`config.mk`:
```
export PLATFORM = sky130hd
export DESIGN_NAME = ccsf_status_reg
export DESIGN_NICKNAME = d
export VERILOG_FILES = /design/src/rtl/ccsf_pkg.sv /design/src/rtl/ccsf_event_sel.sv /design/src/rtl/ccsf_clear_ctrl.sv /design/src/rtl/ccsf_flag_bank.sv /design/src/rtl/ccsf_status_reg.sv
export SDC_FILE = /design/constraint.sdc
export NUM_CORES = 1
export LEC_CHECK = 0
export ABC_AREA = 1
export BUFFER_PORTS_ARGS = -buffer_cell sky130_fd_sc_hd__buf_4
export CORE_AREA = 4 4 41 43
export CTS_CLUSTER_DIAMETER = 200
export DETAILED_ROUTE_END_ITERATION = 6
export DIE_AREA = 0 0 45 47
export PLACE_DENSITY = 0.76
export SLEW_MARGIN = 20
export SYNTH_ARGS = -nofsm -noshare
export SYNTH_HDL_FRONTEND = slang
export SYNTH_SLANG_ARGS = --single-unit
```
`constraint.sdc`:
```
create_clock -name clk -period 1.3 [get_ports clk]
set_input_delay 0 -clock clk [delete_from_list [all_inputs] [get_ports clk]]
set_output_delay 0 -clock clk [all_outputs]
set_load 0.01 [all_outputs]
```
`src/rtl/ccsf_pkg.sv`:
```
package ccsf_pkg;

  typedef enum logic {
    MODE_COMPARE = 1'b0,
    MODE_CAPTURE = 1'b1
  } reg_mode_e;

  // Mask with a 1 for every implemented flag position.
  function automatic logic [31:0] impl_mask(input int unsigned nregs,
                                            input int unsigned base,
                                            input bit upper_present);
    logic [31:0] m;
    m = '0;
    for (int unsigned k = 0; k < 32; k++) begin
      if (k < nregs && (upper_present || k < base)) m[k] = 1'b1;
    end
    return m;
  endfunction

endpackage

```
`src/rtl/ccsf_event_sel.sv`:
```
module ccsf_event_sel
  import ccsf_pkg::*;
#(
  parameter int unsigned NUM_REGS = 4
) (
  input  logic [NUM_REGS-1:0] cmp_hit,
  input  logic [NUM_REGS-1:0] cap_strobe,
  input  logic [NUM_REGS-1:0] cap_mode,
  input  logic [NUM_REGS-1:0] impl,
  output logic [NUM_REGS-1:0] set_req
);

  for (genvar i = 0; i < NUM_REGS; i++) begin : g_sel
    reg_mode_e mode;
    assign mode = reg_mode_e'(cap_mode[i]);
    always_comb begin
      unique case (mode)
        MODE_CAPTURE: set_req[i] = cap_strobe[i] & impl[i];
        default:      set_req[i] = cmp_hit[i] & impl[i];
      endcase
    end
  end

endmodule

```
`src/rtl/ccsf_clear_ctrl.sv`:
```
module ccsf_clear_ctrl #(
  parameter int unsigned NUM_REGS = 4
) (
  input  logic                clk,
  input  logic                rst_n,
  input  logic                bus_rd,
  input  logic                bus_wr,
  input  logic [NUM_REGS-1:0] bus_wdata,
  input  logic [NUM_REGS-1:0] flags,
  input  logic [NUM_REGS-1:0] impl,
  input  logic [NUM_REGS-1:0] xfer_ack,
  input  logic                xfer_irq_keep,
  output logic [NUM_REGS-1:0] clr_req
);

  logic [NUM_REGS-1:0] arm_q;
  logic [NUM_REGS-1:0] sw_clr;
  logic [NUM_REGS-1:0] xf_clr;

  // A write consumes the arm state; a read only arms if no write is present.
  always_ff @(posedge clk or negedge rst_n) begin
    if (!rst_n)      arm_q <= '0;
    else if (bus_wr) arm_q <= '0;
    else if (bus_rd) arm_q <= flags & impl;
  end

  assign sw_clr  = {NUM_REGS{bus_wr}} & ~bus_wdata & arm_q;
  assign xf_clr  = xfer_ack & {NUM_REGS{~xfer_irq_keep}};
  assign clr_req = (sw_clr | xf_clr) & impl;

endmodule

```
`src/rtl/ccsf_flag_bank.sv`:
```
module ccsf_flag_bank #(
  parameter int unsigned NUM_REGS = 4
) (
  input  logic                clk,
  input  logic                rst_n,
  input  logic [NUM_REGS-1:0] impl,
  input  logic [NUM_REGS-1:0] set_req,
  input  logic [NUM_REGS-1:0] clr_req,
  output logic [NUM_REGS-1:0] flags
);

  for (genvar i = 0; i < NUM_REGS; i++) begin : g_cell
    logic flag_q;
    always_ff @(posedge clk or negedge rst_n) begin
      if (!rst_n)          flag_q <= 1'b0;
      else if (set_req[i]) flag_q <= 1'b1;   // set has priority over clear
      else if (clr_req[i]) flag_q <= 1'b0;
    end
    assign flags[i] = flag_q & impl[i];
  end

endmodule

```
`src/rtl/ccsf_status_reg.sv`:
```
module ccsf_status_reg
  import ccsf_pkg::*;
#(
  parameter int unsigned NUM_REGS      = 4,
  parameter int unsigned BASE_REGS     = 2,
  parameter bit          UPPER_PRESENT = 1'b1
) (
  input  logic                clk,
  input  logic                rst_n,
  input  logic                bus_rd,
  input  logic                bus_wr,
  input  logic [NUM_REGS-1:0] bus_wdata,
  output logic [NUM_REGS-1:0] bus_rdata,
  input  logic [NUM_REGS-1:0] cmp_hit,
  input  logic [NUM_REGS-1:0] cap_strobe,
  input  logic [NUM_REGS-1:0] cap_mode,
  input  logic [NUM_REGS-1:0] xfer_ack,
  input  logic                xfer_irq_keep,
  input  logic [NUM_REGS-1:0] irq_en,
  output logic [NUM_REGS-1:0] irq_req
);

  localparam logic [31:0] MASK32 = impl_mask(NUM_REGS, BASE_REGS, UPPER_PRESENT);
  localparam logic [NUM_REGS-1:0] IMPL = MASK32[NUM_REGS-1:0];

  logic [NUM_REGS-1:0] set_req;
  logic [NUM_REGS-1:0] clr_req;
  logic [NUM_REGS-1:0] flags;

  ccsf_event_sel #(.NUM_REGS(NUM_REGS)) u_sel (
    .cmp_hit    (cmp_hit),
    .cap_strobe (cap_strobe),
    .cap_mode   (cap_mode),
    .impl       (IMPL),
    .set_req    (set_req)
  );

  ccsf_clear_ctrl #(.NUM_REGS(NUM_REGS)) u_clr (
    .clk           (clk),
    .rst_n         (rst_n),
    .bus_rd        (bus_rd),
    .bus_wr        (bus_wr),
    .bus_wdata     (bus_wdata),
    .flags         (flags),
    .impl          (IMPL),
    .xfer_ack      (xfer_ack),
    .xfer_irq_keep (xfer_irq_keep),
    .clr_req       (clr_req)
  );

  ccsf_flag_bank #(.NUM_REGS(NUM_REGS)) u_bank (
    .clk     (clk),
    .rst_n   (rst_n),
    .impl    (IMPL),
    .set_req (set_req),
    .clr_req (clr_req),
    .flags   (flags)
  );

  assign bus_rdata = flags;
  assign irq_req   = flags & irq_en & IMPL;

endmodule

```
* After elaboration in Yosys (flattened, before gate mapping)
Index checks and enable logic that the tools add are counted.
Word-level totals: input port bits 29, word-level logic and storage cells 31, output and inout bits 8, flip-flop bits (word level) 8
Cells by class: multiplexer cells 14, bitwise gates (word level) 7, reduce and logical (&&, ||, !) cells 5
Operators by type and width (count):
- $and 4x4->4 | 4
- $mux 1 | 12
- $reduce_bool 2->1 | 5
- $mux 4 | 2
- $not 4->4 | 1
- $or 4x4->4 | 1
- $not 1->1 | 1

* Logic depth before layout (Yosys ltp)
Gate-level depths: netlist of run 1.
depth after elaboration 6, mapped depth 4, gate-level depth less buffers 4

* Cells and area by module
Synthesis of run 1 repeated with hierarchy kept, for this count alone.
Unflattened totals: cell total of the unflattened synthesis 96, area total of the unflattened synthesis 575.6 um^2
Modules (own cells, without submodules):
- ccsf_clear_ctrl | area each 266.5 um^2, seq. area each 100.1 um^2, cells each 39, times used 1
- ccsf_flag_bank | area each 190.2 um^2, seq. area each 100.1 um^2, cells each 28, times used 1
- ccsf_event_sel | area each 85.1 um^2, seq. area each 0.0 um^2, cells each 20, times used 1
- ccsf_status_reg | area each 33.8 um^2, seq. area each 0.0 um^2, cells each 9, times used 1

* Least setup slack after synthesis of run 1
No wires, ideal clock.
path kind reg-to-reg, start point register u_bank.g_cell[2].flag_q, end point register u_clr.arm_q[2], data arrival time 502 ps, setup slack 682 ps, library setup time 116 ps, stages on the path, launching flop included 3, required time 1184 ps, path buffers 0, clock period less this slack 618 ps, path through dfrtp_1 -> nand3_1 -> nand2_1
Between the ends: cells in the longest elaborated chain, start to end 2
Ends and longest elaborated chain:
- start: declaration | RTL line ccsf_flag_bank.sv:13 | logic flag_q;
- start signal: assignment | RTL line ccsf_flag_bank.sv:15 | if (!rst_n) flag_q <= 1'b0;
- start signal: assignment | RTL line ccsf_flag_bank.sv:16 | else if (set_req[i]) flag_q <= 1'b1;
- start signal: assignment | RTL line ccsf_flag_bank.sv:17 | else if (clr_req[i]) flag_q <= 1'b0;
- $mux 4 | RTL line ccsf_clear_ctrl.sv:24 | else if (bus_rd) arm_q <= flags & impl;
- $mux 4 | RTL line ccsf_clear_ctrl.sv:23 | else if (bus_wr) arm_q <= '0;
- end signal: assignment | RTL line ccsf_clear_ctrl.sv:24
- end: declaration | RTL line ccsf_clear_ctrl.sv:16 | logic [NUM_REGS-1:0] arm_q;
No other way between the ends. The select of a mux whose other input is x is not followed. A chain may end at the register's enable or synchronous reset.

* Final worst setup path of run 1
start point input cmp_hit[3], end point register u_bank.g_cell[3].flag_q
Between the ends: cells in the longest elaborated chain, start to end 2, elaborated cells between the ends (all ways) 3, those cells by class mux: 2; reduce/logical: 1
Ends and longest elaborated chain:
- start: declaration | RTL line ccsf_status_reg.sv:14 | input logic [NUM_REGS-1:0] cmp_hit,
- $mux 1 (*) | RTL line ccsf_event_sel.sv:17 | unique case (mode)
- $mux 1 or $reduce_bool 2->1 (tied branches)
- end signal: assignment | RTL line ccsf_flag_bank.sv:15
- end signal: assignment | RTL line ccsf_flag_bank.sv:16
- end signal: assignment | RTL line ccsf_flag_bank.sv:17
- end: declaration | RTL line ccsf_flag_bank.sv:13
Mark *: on every way between the ends. The rest lies on a longest branch, timed or not.

==> flow_summary.toml, run 1 <==
[timing]
rsz0062_at_grt = "false"
skew_ns = 0.00942
fin_crit_sh = 0.947
worst_slack_ns = 0.0693
clock.fmax_mhz = 813
tightest_slew_ns = 0.267
drv_slew = 0
setup_viol = 0
fin_setup_tns_ns = 0
maxSlewHeadroom = 0.821
layout_min_cycle_time_ns = 1.23
hold_violations = 2
whs_ns = -0.0139

[global_routing]
grt.total_usage = 0.136
grt_max_degree = 9
antenna_found_initial = 0
grt-ovfl-total = 0
grt_pass1_wl_mm = 2.03
grt_pass1_vias = 513

[synth]
synth_area_um2 = 457
synth_cell_types = 7
netlist_instances = 67
yosys_register_bits = 8
synth.top_cell.area_share = 0.438
avgSynthCellArea_um2 = 6.82
yosysSeqAreaShare = 0.438
syn-num-nets = 96
yosys.area.top_type = "dfrtp_1"
yosys_warnings = 0
synth.area.top_cells = "dfrtp_1 (44%), nand2_1 (20%), nand3_1 (13%)"

[finish]
drive_gt1_frac = 0.358
diodes = 0
syn_to_final_growth_pct = 77.0
final_core_util = 0.621
nNetsFinal = 140
fillers = 121

[run_status]
violations = "negative hold slack"
status = "finished with violations"

[detailed_routing]
drc = 0
vias = 533
drt_pass1_iterations = 2
detail-route-antenna-nets = 0
via_per_inst = 4.30
drt-initial-drc-count = 1
wl_per_cell_um = 9.74
postRouteWirelength_mm = 1.21

[clocking]
cts_tree = "yes"
cts_buffers = 3
root_buffer = "clkbuf_4"
cts.sinks = 8
clockBufferDepth = 2
h-tree-depth = 1
insertion_delay_ns = 0.25
clkSlewWorstSetupHoldPaths_ns = 0.06
cts_setup_buffers = 0

[floorplanning]
die_area_mm2 = 0.00212
rows = 13
start_util = 0.351
dieWidth_um = 45
fp.dieH_um = 47
core_mm2 = 0.00130
io_pins = 37

[placed_design]
io_buffer_count = 36
pre_cts_ws_ns = 0.632
gp_congestion = 0.766
hpwl_um = 973

[setup_path]
cp.required_ns = 1.45
rr_startpoint = "u_bank.g_cell[2].flag_q"
reg2reg_slack_ns = 0.63
crit_end = "u_bank.g_cell[3].flag_q"
end_kind = "register"
crit_arrival_ns = 1.38
critPathKind = "in -> reg"
start_kind = "primary input"
setup.worst_path.start = "cmp_hit[3]"
cp_max_fo = 1
r2r_cells = 2
reg2reg_to = "u_clr.arm_q[2]"

[power]
power_density_mw_per_mm2 = 825
peakVddDrop_mv = 0.423
p_leak_uw = 0.000481
total_power_uw = 667

[job]
max-cap-violations = 0

[hold_path]
worstHoldPathType = "in -> reg"
[worst min-delay path by stage]
stage,slack [ns],end,start,cells after the start
3_3_place_gp,-0.18,u_bank.g_cell[3].flag_q,rst_n,1
5_1_grt,0.01,u_bank.g_cell[0].flag_q,cmp_hit[0],3
4_1_cts,0.0002,u_bank.g_cell[0].flag_q,cmp_hit[0],3
3_5_place_dp,-0.18,u_bank.g_cell[3].flag_q,rst_n,1
2_1_floorplan,-0.30,u_bank.g_cell[0].flag_q,rst_n,0
6_report,-0.01,u_bank.g_cell[2].flag_q,cmp_hit[2],3
[synth_stat cells (all sizes together)]
cell and n:
nand3 12, inv 14, nand2 24, nor2 1, o21ai 4, buf 4, dfrtp 8
[timing repair]
item,CTS,global route
resized for setup,0,1
hold buffers,8,0
endpoints found under the setup margin,0,2
endpoints found under the hold margin,12,0
[power breakdown]
group | switching [µW] | internal (µW) | leakage, µW
clock | 86.8 | 106 | 0.0000138
sequential | 16.4 | 270 | 0.0000911
combinational | 71.1 | 116 | 0.000376
[metrics by stage]
step	area [µm²]	hold WS (ns)	std cells
final	808	-0.0139	124
after detailed placement	716	-0.176	114
after CTS	818	0.000211	125
after floorplan	457	-0.296	67
after global placement	716	-0.177	114
after global routing	808	0.0110	124
[logic make-up (layout without fill, tap and decap cells)]
logic type,Yosys count,count (layout),synth area share
AOI/OAI and AO/OA,4,4,0.0438
DFF,8,8,0.438
buffers and inverters,18,60,0.181
and+or+nand+nor,37,37,0.337
[state kept, by name, indices dropped and copies added, names as in the netlist]
register / count
u_bank.g_cell.flag_q: 4
u_clr.arm_q: 4
[layout make-up]
cell class | instances | area (µm²) | share of cell area
Clock buffer | 3 | 22.5 | 0.0279
Inverter | 14 | 52.6 | 0.0650
Multi-Input combinational cell | 41 | 174 | 0.215
Sequential cell | 8 | 200 | 0.248
Tap cell | 15 | 18.8 | 0.0232
Timing Repair Buffer | 43 | 340 | 0.421
[layer usage]
metal / track usage / share of wire / up-vias
met5: 0 / 0 / -
met4: 0.0702 / 0 / 0
met3: 0.0460 / 0.087 / 0
met2: 0.240 / 0.54 / 20
met1: 0.143 / 0.37 / 228
li1: - / - / 285
[worst max-delay path, cell delays in order]
cell and delay, ns:
dlygate4sd3_1 0.53, buf_4 0.13, o21ai_1 0.11, dlygate4sd3_1 0.55, nand2_1 0.05
[cell usage in the layout (no fill, tap or decap)]
master / count
buf_4: 36
clkbuf_4: 3
dfrtp_1: 8
dlygate4sd3_1: 7
inv_1: 14
nand2_1: 24
nand3_1: 12
nor2_1: 1
o21ai_0: 3
o21ai_1: 1
Power figures use the tool's default switching activity.
==> inputs of run 2 (changes only) <==
CAP_MARGIN = 30   (was unset)
GPL_TIMING_DRIVEN = 0   (was unset)
RECOVER_POWER = 50   (was unset)
==> run 2 against run 1 <==
The run now ends clean. Sequential share of layout area decreased by 1.3 points. Wire length increased by 5.4%. Die area unchanged. Clock skew decreased by 0.0094 ns. Sequential cell count unchanged. Register-to-register slack about the same. Total power increased by 2.7%. Sequential power about the same. Via count increased by 8.4%. Clock power decreased by 3%. Clock-buffer cell count unchanged. Final cell count increased by 4.8%. Largest cell class unchanged.
==> flow_summary.toml, run 2 (same netlist as run 1, synthesis figures left out) <==
[run_status]
status = "finished, final reports clean"

[clocking]
insertion_delay_ns = 0.25
clockBufferDepth = 2
cts_tree = "yes"
clkSlewWorstSetupHoldPaths_ns = 0.05
cts.sinks = 8
h-tree-depth = 1
root_buffer = "clkbuf_4"
cts_setup_buffers = 0
cts_buffers = 3

[detailed_routing]
drt-initial-drc-count = 6
via_per_inst = 4.45
drc = 0
detail-route-antenna-nets = 0
vias = 578
drt_pass1_iterations = 4
wl_per_cell_um = 9.79
postRouteWirelength_mm = 1.27

[job]
max-cap-violations = 0

[placed_design]
hpwl_um = 983
gp_congestion = 0.770
io_buffer_count = 36

[finish]
layout_commonest_cell = "buf_4"
final_cell_mix = "buf_4 (39), nand2_1 (24), inv_1 (14)"
seqCellArea_um2 = 200
reg_top3 = "u_bank.g_cell.flag_q: 4 flops, u_clr.arm_q: 4 flops"
drive_gt1_frac = 0.365
nNetsFinal = 146
multi_input_area_um2 = 174
diodes = 0
fillers = 116
syn_to_final_growth_pct = 87.1

[setup_path]
crit_chain = "dlygate4sd3_1 > buf_4 > o21ai_0 > dlygate4sd3_1 > nand2_1"
end_kind = "register"
reg2reg_slack_ns = 0.63
crit_arrival_ns = 1.40
worst-path-buf-inv = 3
cp_max_fo = 2
cpMostUsedCell = "dlygate4sd3_1"
cp_slowest_cell = "dlygate4sd3_1"
cpLargestDelayFamily = "buffers and inverters"
start_kind = "primary input"
critPathKind = "in -> reg"
slowest_delay_ns = 0.56
cp.required_ns = 1.44

[floorplanning]
core_mm2 = 0.00130
io_pins = 37
start_util = 0.351
die_area_mm2 = 0.00212
rows = 13
dieWidth_um = 45
fp.dieH_um = 47

[global_routing]
antenna_found_initial = 0
grt_max_degree = 9
grt_pass1_vias = 492
grt_pass1_wl_mm = 1.94
grt.total_usage = 0.127
grt-ovfl-total = 0

[timing]
layout_min_cycle_time_ns = 1.26
maxSlewHeadroom = 0.712
fin_crit_sh = 0.969
rsz0062_at_grt = "false"
whs_ns = 0.00984
clock.fmax_mhz = 794
drv_slew = 0
setup_viol = 0
skew_ns = 0.0000555
tightest_slew_ns = 0.431
hold_violations = 0
fin_setup_tns_ns = 0

[power]
power_density_mw_per_mm2 = 801
peakVddDrop_mv = 0.653
p_leak_uw = 0.000504

[hold_path]
worstHoldPathType = "in -> reg"
[run 2: worst paths after layout]
check,from,endpoint,depth (start not counted)
max in group asynchronous,rst_n,u_bank.g_cell[2].flag_q,2
min in group asynchronous,rst_n,u_bank.g_cell[3].flag_q,2
worst max register to register,u_clr.arm_q[3],u_bank.g_cell[3].flag_q,3
worst max-delay path,cap_mode[0],u_bank.g_cell[0].flag_q,5
worst min-delay path,xfer_ack[1],u_bank.g_cell[1].flag_q,4
worst min register to register,u_clr.arm_q[0],u_clr.arm_q[0],2
[run 2: per-layer routing]
metal / vias to the layer above / part of all wire / global-route usage
met1: 258 / 0.37 / 0.146
met5: - / 0 / 0
met3: 0 / 0.11 / 0.0613
met4: 0 / 0 / 0.0175
li1: 296 / - / -
met2: 24 / 0.53 / 0.220
[run 2: final cells by class]
| class | count | share of cell area |
|---|---|---|
| Inverter | 14 | 0.0615 |
| Timing Repair Buffer | 45 | 0.417 |
| Multi-Input combinational cell | 41 | 0.204 |
| Sequential cell | 8 | 0.234 |
| Clock buffer | 3 | 0.0264 |
| Tap cell | 15 | 0.0220 |
| Buffer | 4 | 0.0351 |
[run 2: power by group]
part	internal, µW	switching (µW)	total, µW
Sequential	271	16.8	287
Combinational	133	75.7	209
Clock	106	82.9	188
[run 2: worst min-delay path, stage by stage]
cell,delay [ns]
buf_4,0.08
nand2_1,0.04
nand3_1,0.07
nand2_1,0.04
[run 2: repair_timing]
action,in CTS,in global routing
gates resized for setup,0,2
hold buffers,9,0
endpoints found under the hold margin,12,0
setup endpoints to repair,0,2
[run 2: through the flow]
stage	area [µm²]	worst slack (ns)	power, µW	utilization	cells
2_1_floorplan	457	0.682	361	-	67
3_5_place_dp	746	0.642	477	0.573	118
5_1_grt	855	0.00343	726	0.657	130
3_3_place_gp	746	0.644	472	0.573	118
6_report	855	0.0407	684	0.657	130
4_1_cts	858	0.0443	693	0.660	130
